[config.mk]
export PLATFORM = sky130hd
export DESIGN_NAME = mode_timer
export DESIGN_NICKNAME = d
export VERILOG_FILES = /design/src/rtl/tmr_pkg.sv /design/src/rtl/tmr_prescale.sv /design/src/rtl/tmr_regs.sv /design/src/rtl/tmr_core.sv /design/src/rtl/mode_timer.sv
export SDC_FILE = /design/constraint.sdc
export NUM_CORES = 1
export LEC_CHECK = 0
export BUFFER_PORTS_ARGS = -buffer_cell sky130_fd_sc_hd__buf_4
export CORE_MARGIN = 5
export CORE_UTILIZATION = 55
export DETAILED_ROUTE_END_ITERATION = 6
export GPL_TIMING_DRIVEN = 0
export PLACE_DENSITY = 0.75
export SLEW_MARGIN = 10
export SYNTH_ARGS = -nofsm -noshare
export SYNTH_HDL_FRONTEND = slang
export SYNTH_SLANG_ARGS = --single-unit
[constraint.sdc]
create_clock -name clk -period 4.3 [get_ports clk]
set_clock_uncertainty 0.05 [all_clocks]
set_input_delay 0.43 -clock clk [delete_from_list [all_inputs] [get_ports clk]]
set_output_delay 0.43 -clock clk [all_outputs]
set_load 0.05 [all_outputs]
[src/rtl/tmr_pkg.sv]
package tmr_pkg;

  localparam int PRE_W = 10;

  typedef enum logic [2:0] {K_NONE, K_NORMAL, K_CTC, K_PWM, K_FAST} kind_e;
  typedef enum logic [1:0] {T_FIXED, T_CMPA, T_CAPT} topsrc_e;

  typedef struct packed {
    kind_e      kind;
    topsrc_e    src;
    logic [4:0] bits;
  } mode_t;

  // Mode code to counting behaviour; widths beyond the counter are refused.
  function automatic mode_t decode_mode(input logic [3:0] code, input int cnt_w);
    mode_t m;
    m = '{kind: K_NONE, src: T_FIXED, bits: 5'd0};
    case (code)
      4'd0:  m = '{kind: K_NORMAL, src: T_FIXED, bits: 5'(cnt_w)};
      4'd4:  m = '{kind: K_CTC,    src: T_CMPA,  bits: 5'd0};
      4'd12: m = '{kind: K_CTC,    src: T_CAPT,  bits: 5'd0};
      4'd5:  m = '{kind: K_FAST,   src: T_FIXED, bits: 5'd8};
      4'd6:  m = '{kind: K_FAST,   src: T_FIXED, bits: 5'd9};
      4'd7:  m = '{kind: K_FAST,   src: T_FIXED, bits: 5'd10};
      4'd14: m = '{kind: K_PWM,    src: T_CAPT,  bits: 5'd0};
      4'd15: m = '{kind: K_PWM,    src: T_CMPA,  bits: 5'd0};
      default: m.kind = K_NONE;
    endcase
    if (int'(m.bits) > cnt_w) m.kind = K_NONE;
    return m;
  endfunction

  function automatic logic cs_runs(input logic [2:0] cs);
    return (cs >= 3'd1) && (cs <= 3'd5);
  endfunction

  // Low prescaler bits that must all be ones for a tick.
  function automatic logic [PRE_W-1:0] div_mask(input logic [2:0] cs);
    case (cs)
      3'd2:    return PRE_W'(10'h007);
      3'd3:    return PRE_W'(10'h03F);
      3'd4:    return PRE_W'(10'h0FF);
      3'd5:    return PRE_W'(10'h3FF);
      default: return '0;
    endcase
  endfunction

endpackage

[src/rtl/tmr_prescale.sv]
module tmr_prescale
  import tmr_pkg::*;
(
  input  logic       clk,
  input  logic       rst_n,
  input  logic [2:0] cs,
  input  logic       restart,
  output logic       tick
);
  logic [PRE_W-1:0] pcnt;
  logic [PRE_W-1:0] mask;

  always_ff @(posedge clk or negedge rst_n) begin
    if (!rst_n)       pcnt <= '0;
    else if (restart) pcnt <= '0;
    else              pcnt <= pcnt + 1'b1;
  end

  assign mask = div_mask(cs);
  assign tick = cs_runs(cs) && ((pcnt & mask) == mask);
endmodule

[src/rtl/tmr_regs.sv]
module tmr_regs #(
  parameter int CNT_W = 16
) (
  input  logic             clk,
  input  logic             rst_n,
  input  logic             wr_en,
  input  logic [3:0]       wr_addr,
  input  logic [7:0]       wr_data,
  output logic [2:0]       cs,
  output logic [3:0]       mode,
  output logic             cfg_chg,
  output logic [CNT_W-1:0] cmpa,
  output logic [CNT_W-1:0] cmpb,
  output logic [CNT_W-1:0] capt,
  output logic             cnt_wr,
  output logic [CNT_W-1:0] cnt_wval
);
  localparam logic [3:0] AD_CTRL = 4'd0;
  localparam logic [3:0] AD_CNT  = 4'd2;
  localparam logic [3:0] AD_CMPA = 4'd4;
  localparam logic [3:0] AD_CMPB = 4'd6;
  localparam logic [3:0] AD_CAPT = 4'd8;

  logic [7:0]       hold_q;
  logic [15:0]      wide;
  logic [CNT_W-1:0] wval;

  assign wide = {hold_q, wr_data};
  assign wval = wide[CNT_W-1:0];

  assign cnt_wr   = wr_en && (wr_addr == AD_CNT);
  assign cnt_wval = wval;

  always_ff @(posedge clk or negedge rst_n) begin
    if (!rst_n) begin
      hold_q  <= '0;
      cs      <= '0;
      mode    <= '0;
      cfg_chg <= 1'b0;
      cmpa    <= '0;
      cmpb    <= '0;
      capt    <= '0;
    end else begin
      cfg_chg <= 1'b0;
      if (wr_en) begin
        if (wr_addr[0]) hold_q <= wr_data;
        case (wr_addr)
          AD_CTRL: begin
            cs      <= wr_data[2:0];
            mode    <= wr_data[6:3];
            cfg_chg <= (wr_data[6:0] != {mode, cs});
          end
          AD_CMPA: cmpa <= wval;
          AD_CMPB: cmpb <= wval;
          AD_CAPT: capt <= wval;
          default: ;
        endcase
      end
    end
  end
endmodule

[src/rtl/tmr_core.sv]
module tmr_core
  import tmr_pkg::*;
#(
  parameter int CNT_W = 16
) (
  input  logic             clk,
  input  logic             rst_n,
  input  logic             tick_raw,
  input  logic             cfg_chg,
  input  logic [3:0]       mode,
  input  logic [CNT_W-1:0] cmpa,
  input  logic [CNT_W-1:0] cmpb,
  input  logic [CNT_W-1:0] capt,
  input  logic             cnt_wr,
  input  logic [CNT_W-1:0] cnt_wval,
  output logic [CNT_W-1:0] cnt,
  output logic             ovf_stb,
  output logic             cmpa_stb,
  output logic             cmpb_stb,
  output logic             pwm_a,
  output logic             pwm_b,
  output logic             tick,
  output logic [CNT_W-1:0] top,
  output logic [CNT_W-1:0] cmpa_eff,
  output logic [CNT_W-1:0] duty_a,
  output logic             pwm_en
);
  function automatic logic [CNT_W-1:0] ones_below(input logic [4:0] b);
    logic [CNT_W-1:0] r;
    for (int i = 0; i < CNT_W; i++) r[i] = (i < int'(b));
    return r;
  endfunction

  mode_t            m;
  logic [CNT_W-1:0] duty_b;
  logic [CNT_W-1:0] cmpb_eff;
  logic             wrap;
  logic             en_a;
  logic             en_b;
  logic             has_ovf;

  assign m       = decode_mode(mode, CNT_W);
  assign pwm_en  = (m.kind == K_PWM) || (m.kind == K_FAST);
  assign has_ovf = (m.kind == K_NORMAL) || (m.kind == K_FAST);
  assign tick    = tick_raw && (m.kind != K_NONE) && !cfg_chg && !cnt_wr;

  always_comb begin
    case (m.src)
      T_CMPA:  top = pwm_en ? duty_a : cmpa;
      T_CAPT:  top = capt;
      default: top = ones_below(m.bits);
    endcase
  end

  assign cmpa_eff = pwm_en ? duty_a : cmpa;
  assign cmpb_eff = pwm_en ? duty_b : cmpb;
  assign wrap     = (cnt == top);
  assign en_a     = (cmpa_eff != '0) && (cmpa_eff <= top);
  assign en_b     = (cmpb_eff != '0) && (cmpb_eff <= top);

  always_ff @(posedge clk or negedge rst_n) begin
    if (!rst_n) begin
      cnt      <= '0;
      duty_a   <= '0;
      duty_b   <= '0;
      ovf_stb  <= 1'b0;
      cmpa_stb <= 1'b0;
      cmpb_stb <= 1'b0;
    end else if (cfg_chg) begin
      cnt      <= '0;
      duty_a   <= cmpa;
      duty_b   <= cmpb;
      ovf_stb  <= 1'b0;
      cmpa_stb <= 1'b0;
      cmpb_stb <= 1'b0;
    end else begin
      ovf_stb  <= tick && wrap && has_ovf;
      cmpa_stb <= tick && en_a && (cnt == cmpa_eff);
      cmpb_stb <= tick && en_b && (cnt == cmpb_eff);
      if (cnt_wr)    cnt <= cnt_wval;
      else if (tick) cnt <= wrap ? '0 : cnt + 1'b1;
      if (!pwm_en || (tick && wrap)) begin
        duty_a <= cmpa;
        duty_b <= cmpb;
      end
    end
  end

  assign pwm_a = pwm_en && (cnt < duty_a);
  assign pwm_b = pwm_en && (cnt < duty_b);
endmodule

[src/rtl/mode_timer.sv]
module mode_timer #(
  parameter int CNT_W = 16
) (
  input  logic             clk,
  input  logic             rst_n,
  input  logic             wr_en,
  input  logic [3:0]       wr_addr,
  input  logic [7:0]       wr_data,
  output logic [CNT_W-1:0] count,
  output logic             ovf_stb,
  output logic             cmpa_stb,
  output logic             cmpb_stb,
  output logic             pwm_a,
  output logic             pwm_b
);
  logic [2:0]       cs_w;
  logic [3:0]       mode_w;
  logic             cfg_chg_w;
  logic [CNT_W-1:0] cmpa_w, cmpb_w, capt_w;
  logic             cnt_wr_w;
  logic [CNT_W-1:0] cnt_wval_w;
  logic             tick_raw_w;
  logic             tick_w;
  logic [CNT_W-1:0] top_w;
  logic [CNT_W-1:0] cmpa_eff_w;
  logic [CNT_W-1:0] duty_a_w;
  logic             pwm_en_w;

  tmr_regs #(.CNT_W(CNT_W)) regs_i (
    .clk(clk), .rst_n(rst_n), .wr_en(wr_en), .wr_addr(wr_addr), .wr_data(wr_data),
    .cs(cs_w), .mode(mode_w), .cfg_chg(cfg_chg_w),
    .cmpa(cmpa_w), .cmpb(cmpb_w), .capt(capt_w),
    .cnt_wr(cnt_wr_w), .cnt_wval(cnt_wval_w)
  );

  tmr_prescale pre_i (
    .clk(clk), .rst_n(rst_n), .cs(cs_w), .restart(cfg_chg_w), .tick(tick_raw_w)
  );

  tmr_core #(.CNT_W(CNT_W)) core_i (
    .clk(clk), .rst_n(rst_n), .tick_raw(tick_raw_w), .cfg_chg(cfg_chg_w),
    .mode(mode_w), .cmpa(cmpa_w), .cmpb(cmpb_w), .capt(capt_w),
    .cnt_wr(cnt_wr_w), .cnt_wval(cnt_wval_w),
    .cnt(count), .ovf_stb(ovf_stb), .cmpa_stb(cmpa_stb), .cmpb_stb(cmpb_stb),
    .pwm_a(pwm_a), .pwm_b(pwm_b),
    .tick(tick_w), .top(top_w), .cmpa_eff(cmpa_eff_w), .duty_a(duty_a_w),
    .pwm_en(pwm_en_w)
  );
endmodule

* Yosys cells after proc, flatten, opt, wreduce, memory -nomap -nowiden
Cells that the tools add are included.
** Word-level totals
- Register bits :: 125
- Bits of input ports :: 15
- Output and inout bits :: 21
- Word-level logic and storage cells :: 125
** Cells by class
- $add $sub $neg :: 2
- $lt $le $gt $ge :: 23
- Equality and inequality tests :: 25
- Muxes and demuxes :: 21
- Bitwise operators :: 1
- Reductions and logical operators :: 39
** Operators with widths (count)
- 16-bit two-way mux :: 10
- 16-bit equality test :: 3
- 7-bit one-hot mux with 6 select lines :: 1
- 4-bit by 5-bit less-than comparator with 1-bit output (first input constant) :: 8
- 10-bit one-hot mux with 4 select lines :: 1
- 16-bit less-or-equal comparator :: 2
- 16-bit less-than comparator :: 2
- 16-bit one-hot mux with 2 select lines :: 1
- 16-bit nonzero test :: 2
- 4-bit by 3-bit equality test with 1-bit output (second input constant) :: 6
- 3-bit by 5-bit less-than comparator with 1-bit output (first input constant) :: 4
- 16-bit by 1-bit adder with 16-bit output (second input constant) :: 1
- 4-bit equality test (second input constant) :: 4
- 1-bit logical AND :: 16
- 3-bit one-hot mux with 4 select lines :: 1
- 10-bit by 1-bit adder with 10-bit output (second input constant) :: 1
- 10-bit AND :: 1
- 10-bit equality test :: 1
- 1-bit by 5-bit less-than comparator with 1-bit output (first input constant) :: 2
- 2-bit by 5-bit less-than comparator with 1-bit output (first input constant) :: 2
- 10-bit two-way mux :: 1
- 2-bit AND reduction :: 5
- 3-bit by 2-bit equality test with 1-bit output (second input constant) :: 3
- 3-bit equality test (second input constant) :: 3
- other kinds (17) :: 30

* Depth between registers and ports, before layout
Gate-level depths: netlist of the first run.
- Depth after elaboration :: 14
- Gate-level depth with buffers :: 21
- Mapped depth without buffers :: 17

* Hierarchy
Synthesis of the first run repeated with hierarchy kept, for this count alone.
** Unflattened totals
- Cells, all modules :: 933
- Area, all modules :: 9017.4 µm²
** Modules (own cells, without submodules)
- tmr_core :: instances 1, cells an instance 721, area each 5826.8 µm², sequential area each 1276.2 µm²
- tmr_regs :: instances 1, cells an instance 158, area each 2647.5 µm², sequential area each 1601.5 µm²
- tmr_prescale :: instances 1, cells an instance 54, area each 543.0 µm², sequential area each 250.2 µm²

* Least setup slack after synthesis of the first run
No wires, ideal clock.
- Path kind :: register to register
- Start :: reg regs_i.mode[2]
- End :: reg core_i.cmpb_stb
- Setup time :: 71 ps
- Arrival time :: 4217 ps
- Required time :: 4179 ps
- Path slack :: -39 ps
- Stages on the path, launching flop included :: 22
- Buffers on the path :: 6
- Clock period less this slack :: 4339 ps
- Path through :: dfrtp_1 buf_2 clkbuf_1 nand2_1 or2_2 ha_1 clkbuf_1 clkbuf_1 clkbuf_1 buf_1 nand2b_1 nand2_1 ha_1 nor2b_1 o21a_1 o21a_1 o21a_1 o21a_1 o211ai_1 a211o_1 a31oi_1 nor2_1
** On the way
- Cells in the longest elaborated chain, start to end :: 14
- Elaborated cells between the ends (all ways) :: 52
- Those cells by class :: order compare: 18; eq/ne: 12; mux: 7; reduce/logical: 15
** RTL lines
- start, declared :: RTL line tmr_regs.sv:10 : output logic [3:0] mode,
- start signal, assigned :: RTL line tmr_regs.sv:50 : mode <= wr_data[6:3];
- 4-bit by 3-bit equality test with 1-bit output / 4-bit equality test (equally long branches) :: RTL line tmr_pkg.sv:18 : case (code)
- 2-bit OR reduction (no line)
- 7-bit one-hot mux with 6 select lines :: RTL line tmr_pkg.sv:18
- 5-bit greater-than comparator :: RTL line tmr_pkg.sv:29 : if (int'(m.bits) > cnt_w) m.kind = K_NONE;
- 3-bit two-way mux :: RTL line tmr_pkg.sv:29
- 3-bit by 2-bit equality test with 1-bit output / 3-bit equality test (equally long branches) :: RTL line tmr_core.sv:43 : assign pwm_en = (m.kind == K_PWM) || (m.kind == K_FAST);
- 1-bit logical OR :: RTL line tmr_core.sv:43
- 16-bit two-way mux :: RTL line tmr_core.sv:49 : T_CMPA: top = pwm_en ? duty_a : cmpa;
- 16-bit one-hot mux with 2 select lines :: RTL line tmr_core.sv:48 : case (m.src)
- 16-bit less-or-equal comparator :: RTL line tmr_core.sv:59 : assign en_b = (cmpb_eff != '0) && (cmpb_eff <= top);
- 1-bit logical AND :: RTL line tmr_core.sv:59
- 1-bit logical AND :: RTL line tmr_core.sv:79 : cmpb_stb <= tick && en_b && (cnt == cmpb_eff);
- 1-bit logical AND (*) :: RTL line tmr_core.sv:79
- 1-bit two-way mux (*) :: RTL line tmr_core.sv:69 : end else if (cfg_chg) begin
- end signal, assigned :: RTL line tmr_core.sv:79
- end, declared :: RTL line tmr_core.sv:19 : output logic cmpb_stb,
Every way passes the cells marked *; elsewhere a longest branch is shown, timed or not.
A chain may end at the register's enable or synchronous reset.

* Final worst setup path of the first run
- Start :: reg regs_i.mode[2]
- End :: reg core_i.duty_a[13]
** On the way
- Cells in the longest elaborated chain, start to end :: 13
- Elaborated cells between the ends (all ways) :: 49
- Those cells by class :: order compare: 17; eq/ne: 12; mux: 5; reduce/logical: 15
** RTL lines
- 4-bit by 3-bit equality test with 1-bit output / 4-bit equality test (equally long branches) :: RTL line tmr_pkg.sv:18
- 2-bit OR reduction (no line)
- 7-bit one-hot mux with 6 select lines :: RTL line tmr_pkg.sv:18
- 5-bit greater-than comparator :: RTL line tmr_pkg.sv:29
- 3-bit two-way mux :: RTL line tmr_pkg.sv:29
- 3-bit by 2-bit equality test with 1-bit output / 3-bit equality test (equally long branches) :: RTL line tmr_core.sv:43
- 1-bit logical OR :: RTL line tmr_core.sv:43
- 16-bit two-way mux :: RTL line tmr_core.sv:49
- 16-bit one-hot mux with 2 select lines :: RTL line tmr_core.sv:48
- 16-bit equality test :: RTL line tmr_core.sv:57 : assign wrap = (cnt == top);
- 1-bit logical AND :: RTL line tmr_core.sv:82 : if (!pwm_en || (tick && wrap)) begin
- 1-bit logical OR (*) :: RTL line tmr_core.sv:82
- 2-bit nonzero test (no line) (*)
- end signal, assigned :: RTL line tmr_core.sv:71 : duty_a <= cmpa;
- end signal, assigned :: RTL line tmr_core.sv:83 : duty_a <= cmpa;
- end, declared :: RTL line tmr_core.sv:25 : output logic [CNT_W-1:0] duty_a,
Marks and branches as above.

==> results of run 1 <==
[cell type report]
| type | instances | area [µm²] |
|---|---|---|
| clock buffers | 19 | 443 |
| flip-flops and latches | 125 | 3130 |
| multi-input cells | 711 | 5480 |
| plain buffers | 48 | 251 |
| fillers | 1360 | 5650 |
| clock inverters | 13 | 164 |
| repair buffers | 41 | 332 |
| well taps | 216 | 270 |
| inverters | 74 | 278 |
[stage by stage]
stage	power, mW	instances
floorplan	4.19	962
global placement	5.11	1213
detailed placement	5.19	1214
CTS	6.76	1245
global route	7.33	1247
finish	6.93	1247
[worst max-delay path, stage by stage (launching register included)]
cell      delay, ns
dfrtp_1        0.35
buf_6          0.17
buf_8          0.15
nand2_1        0.05
or2_2          0.32
ha_4           0.34
buf_2          0.21
nor2_1         0.14
o311ai_2       0.43
nand2_1        0.08
or4_1          0.43
or4_4          0.60
o31a_4         0.35
buf_6          0.19
mux2_4         0.31
[what timing repair did]
action,in CTS,in global routing
setup buffers,1,3
resized for setup,24,26
pin swaps,2,2
hold endpoints to repair,37,0
hold buffers,1,0
endpoints found under the setup margin,51,46
[synthesized netlist by cell type, drive strengths merged (28+ instances only)]
cell type and n:
o21ai 50, a21oi 54, mux2 97, dfrtp 125, nand3 32, xnor2 33
clkbuf 41, nand2 66, nor2 61, ha 67, inv 71, nand4 28
[logic make-up (layout without fill, tap and decap cells)]
group | count (synthesis) | after routing | synth area share
xor gates and xnor gates | 54 | 54 | 0.0525
muxes | 106 | 106 | 0.144
adders and majority gates | 67 | 67 | 0.0931
and+or+nand+nor | 282 | 282 | 0.158
buffers and inverters | 126 | 195 | 0.0561
DFF | 125 | 125 | 0.347
AOI/OAI and AO/OA | 202 | 202 | 0.149
[layout by cell type (no fill, tap or decap), drive strengths merged, types with 21 or more instances in the layout]
cell and instances:
a21oi 54, nand4 28, xnor2 33, dfrtp 125
nor2 61, xor2 21, buf 53, nand2 66
o21ai 50, clkbuf 54, inv 73, nand3 32
ha 67, mux2 97
[metal layers]
metal / routed length [µm] / track usage / part of all wire / up-vias
li1: - / - / - / 3583
met4: 1560 / 0.173 / 0.053 / 0
met1: 12300 / 0.427 / 0.41 / 3887
met2: 13300 / 0.495 / 0.45 / 447
met3: 2450 / 0.0581 / 0.083 / 100
met5: 0 / 0 / 0 / -
[flip-flops by register name, summed over array words and instances, names as in the netlist]
| register | cells |
|---|---|
| core_i.duty_b | 16 |
| regs_i.capt | 16 |
| core_i.ovf_stb | 1 |
| regs_i.cmpb | 16 |
| core_i.cnt | 16 |
| regs_i.hold_q | 8 |
| regs_i.mode | 4 |
| regs_i.cfg_chg | 1 |
| core_i.duty_a | 16 |
| core_i.cmpa_stb | 1 |
| core_i.cmpb_stb | 1 |
| regs_i.cs | 3 |
| pre_i.pcnt | 10 |
| regs_i.cmpa | 16 |
[power breakdown]
part           switching, mW  internal [mW]
logic                   2.08           1.45
clock network          0.575          0.929
registers              0.379           1.51
[path summary, 6_finish.rpt]
kind / slack [ns] / end / cells after the start / from
max in group asynchronous: 2.98 / regs_i.mode[1] / 3 / rst_n
setup / recovery: 0.0008 / core_i.duty_a[13] / 14 / regs_i.mode[2]
setup reg to reg: 0.0008 / core_i.duty_a[13] / 14 / regs_i.mode[2]
min in group asynchronous: 0.43 / core_i.duty_b[12] / 2 / rst_n
hold reg to reg: 0.42 / pre_i.pcnt[0] / 1 / pre_i.pcnt[0]
hold / removal: 0.28 / core_i.cnt[7] / 3 / wr_data[7]
==> results.json, run 1 <==
{
  "yosys-top-cells-area": "dfrtp_1 35%, ha_1 9.3%, mux2_2 8.1%, mux2_4 5.0%, xnor2_1 3.2%",
  "synth-seq-area-share": 0.347,
  "dieArea_um2": 19000,
  "drc": 0,
  "min_period_ns": 4.30,
  "fin_crit_sh": 1.00,
  "cts.path.max_buffers": 2,
  "syn_area_um2": 9010,
  "die_w_um": 138,
  "cts_tree": "done",
  "wl_per_cell_um": 23.7,
  "drtPass1Iterations": 6,
  "place_area_um2": 9570,
  "post-place-ws_ns": -0.785,
  "drv_cap": 0,
  "max_freq_ghz": 0.233,
  "synthCells": 962,
  "whs_ns": 0.275,
  "setup_viol": 0,
  "numClockSinks": 125,
  "grt_pass1_wl_um": 45200,
  "start_util": 0.563,
  "first_global_vias": 7811,
  "finalMaxSlewViolations": 0,
  "wl_um": 29600,
  "netlist.area_leader.share": 0.347,
  "slew_headroom": 0.399,
  "cp-start-kind": "register",
  "htreeDepth": 4,
  "vias": 8017,
  "cts-root-buf": "clkbuf_16",
  "rsz0062_at_grt": "true",
  "synth_ff_type": "dfrtp_1",
  "gp_congestion": 1.05,
  "cp-end-kind": "register",
  "syn-num-nets": 1044,
  "core_um2": 16000,
  "power.density_nw_per_um2": 669,
  "io_pins": 36,
  "p_leak_nw": 4.63,
  "critical_path_class": "register to register",
  "arrival_ns": 4.56,
  "final_area_um2": 10400,
  "tightestPinTransition_ns": 0.894,
  "place_hpwl_um": 21700,
  "timing.final.ws_setup_ns": 0.000813,
  "via_per_inst": 6.43,
  "syn_to_final_growth_pct": 14.9,
  "syn_area_per_cell_um2": 9.36,
  "worst-path-max-fanout": 10,
  "yosysTopAreaCell": "dfrtp_1",
  "ys.warnings.count": 0,
  "synthDistinctLibCells": 73,
  "async_flop_share": 1.00,
  "path_clk_slew_ns": 0.06,
  "detail-route-antenna-nets": 0,
  "hold_class": "input port to register",
  "ir_worst_vdd_mv": 0.437,
  "insertion_delay_ns": 0.43,
  "grt_max_degree": 89,
  "required_ns": 4.56,
  "post_route_cells_drive_above_1_share": 0.219,
  "layout.nets": 1100,
  "status": "finished, final reports clean",
  "grtUsageTotal": 0.320,
  "die_h_um": 138,
  "io_buffers": 35,
  "drt-initial-drc-count": 921,
  "hold_viol_final": 0,
  "setup-tns-final_ns": 0,
  "cts_buffers": 17,
  "synth-seq-cells": 125,
  "rows": 46,
  "post-route-util": 0.647,
  "antenna_found_initial": 0,
  "grt_overflow": 0,
  "insertedDiodeCount": 0,
  "synth_edf_count": 0
}
No activity file was read; power rests on OpenSTA's default activity.
==> inputs of run 2 (changes only) <==
--- a/config.mk
+++ b/config.mk
@@ -14,4 +14,5 @@
 export SLEW_MARGIN = 10
 export SYNTH_ARGS = -nofsm -noshare
 export SYNTH_HDL_FRONTEND = slang
+export SYNTH_HIERARCHICAL = 1
 export SYNTH_SLANG_ARGS = --single-unit
==> constraint.sdc (replaced) <==
create_clock -name clk -period 3.9 [get_ports clk]
set_clock_uncertainty 0.05 [all_clocks]
set_input_delay 0.39 -clock clk [delete_from_list [all_inputs] [get_ports clk]]
set_output_delay 0.39 -clock clk [all_outputs]
set_load 0.05 [all_outputs]
==> results.json, run 2 <==
{
  "status": "finished with violations",
  "violations": "setup timing",
  "worstReg2RegEnd": "core_i/duty_a[3]",
  "power_mw": 7.67,
  "insertedDiodeCount": 0,
  "io_pins": 36,
  "drc": 0,
  "worst-r2r-setup-slack_ns": -0.08,
  "start_util": 0.563,
  "cp-start-kind": "register",
  "wl_per_cell_um": 23.0,
  "drtPass1Iterations": 6,
  "drv_cap": 0,
  "seq_area_um2": 3130,
  "grt_overflow": 0,
  "max_freq_ghz": 0.251,
  "required_ns": 4.16,
  "tightestPinTransition_ns": 0.667,
  "grtUsageTotal": 0.302,
  "htreeDepth": 4,
  "hold_viol_final": 0,
  "fin_crit_sh": 1.02,
  "ir_worst_vdd_mv": 0.380,
  "syn_to_final_growth_pct": 17.8,
  "numClockSinks": 125,
  "slew_headroom": 0.552,
  "drt-initial-drc-count": 710,
  "arrival_ns": 4.24,
  "setup-tns-final_ns": -1.86,
  "syn-num-nets": 1003,
  "cts.path.max_buffers": 2,
  "grt_max_degree": 76,
  "final_common_cell": "dfrtp_1",
  "synthCells": 920,
  "post_route_cells_drive_above_1_share": 0.266,
  "gp_congestion": 1.02,
  "startpoint": "regs_i/mode[2]",
  "core_um2": 15900,
  "min_period_ns": 3.98,
  "wl_um": 28100,
  "worstReg2RegStart": "regs_i/mode[2]",
  "final_cell_mix": "124 x dfrtp_1, 78 x nand2_1, 65 x inv_1",
  "syn_area_um2": 8970,
  "die_w_um": 138,
  "worst-path-max-fanout": 10,
  "place_hpwl_um": 20300,
  "fill_cells": 1304,
  "setup_viol": 34,
  "cts-root-buf": "clkbuf_16",
  "cts_tree": "done",
  "vias": 7714,
  "power.density_nw_per_um2": 726,
  "grt_pass1_wl_um": 42500,
  "finalMaxSlewViolations": 0,
  "critical_path_class": "register to register",
  "antenna_found_initial": 0,
  "io_buffers": 35,
  "timing.final.ws_setup_ns": -0.0826,
  "via_per_inst": 6.31,
  "rsz0062_at_grt": "true",
  "first_global_vias": 7464,
  "path_clk_slew_ns": 0.06,
  "detail-route-antenna-nets": 0,
  "die_h_um": 138,
  "multi_input_area_um2": 5430,
  "p_leak_nw": 4.87,
  "insertion_delay_ns": 0.44,
  "layout.nets": 1076,
  "cp-end-kind": "register",
  "ys.warnings.count": 6,
  "dieArea_um2": 19000,
  "ff2ff_path_depth": 17,
  "cp-endpoint": "core_i/duty_a[3]",
  "syn_area_per_cell_um2": 9.75,
  "rows": 46,
  "cts_buffers": 17,
  "hold_class": "input port to register"
}
[run 2: critical path, stage by stage (launching register included)]
cell and delay, ns:
dfrtp_1 0.38, buf_4 0.21, clkbuf_4 0.24, nand3_2 0.15
inv_1 0.09, ha_2 0.34, buf_4 0.23, nand2_1 0.12
nand2_1 0.11, nor3_1 0.06, nor4_1 0.38, o2111ai_1 0.21
a21oi_1 0.30, nand4_2 0.14, nor3b_4 0.19, buf_6 0.17
clkbuf_16 0.18, mux2_4 0.29
[run 2: repair_timing]
| action | CTS | global route |
|---|---|---|
| setup endpoints to repair | 51 | 45 |
| setup buffers | 9 | 8 |
| resized for setup | 26 | 39 |
| cloned | 0 | 3 |
| hold endpoints to repair | 50 | 0 |
| hold buffers | 1 | 0 |
| pin swaps | 7 | 17 |
[run 2: worst min path at each step]
stage | from | endpoint | slack [ns] | cells after the start
floorplan | rst_n | core_i/cmpa_stb | 0.04 | 0
CTS | wr_data[7] | regs_i/capt[7] | 0.22 | 2
detailed placement | rst_n | core_i/duty_b[12] | 0.32 | 1
global route | wr_data[7] | regs_i/capt[7] | 0.23 | 2
finish | wr_data[7] | regs_i/cmpa[7] | 0.24 | 2
global placement | core_i/duty_b[8] | core_i/duty_b[8] | 0.42 | 1
[run 2: report_power, final]
group	switching [mW]	internal, mW	leakage (nW)
sequential	0.461	1.67	1.55
clock	0.625	0.966	0.282
combinational	2.20	1.75	3.04
total	3.28	4.39	4.87
[run 2: stage by stage]
| stage | instances | hold slack [ns] | util | worst slack (ns) | area, µm² |
|---|---|---|---|---|---|
| detailed placement | 1172 | 0.318 | 0.599 | -0.821 | 9560 |
| floorplan | 920 | 0.0444 | - | -0.0752 | 8990 |
| CTS | 1211 | 0.225 | 0.645 | -0.0388 | 10300 |
| global placement | 1171 | 0.425 | 0.597 | -0.772 | 9530 |
| finish | 1222 | 0.242 | 0.663 | -0.0826 | 10600 |
| global route | 1222 | 0.229 | 0.663 | -0.300 | 10600 |
[run 2: layer usage]
metal,global-route usage,vias to the layer above,share of wire
li1,-,3445,-
met1,0.409,3754,0.41
met2,0.475,423,0.47
met3,0.0537,92,0.086
met4,0.128,0,0.040
met5,0,-,0
[run 2: cell type report]
type / count / share of cell area
inverter: 73 / 0.0259
clock buffer: 21 / 0.0426
tap: 216 / 0.0256
sequential: 125 / 0.296
clock inverter: 11 / 0.0130
buffer: 44 / 0.0335
multi-input combinational: 675 / 0.514
timing repair buffer: 57 / 0.0494
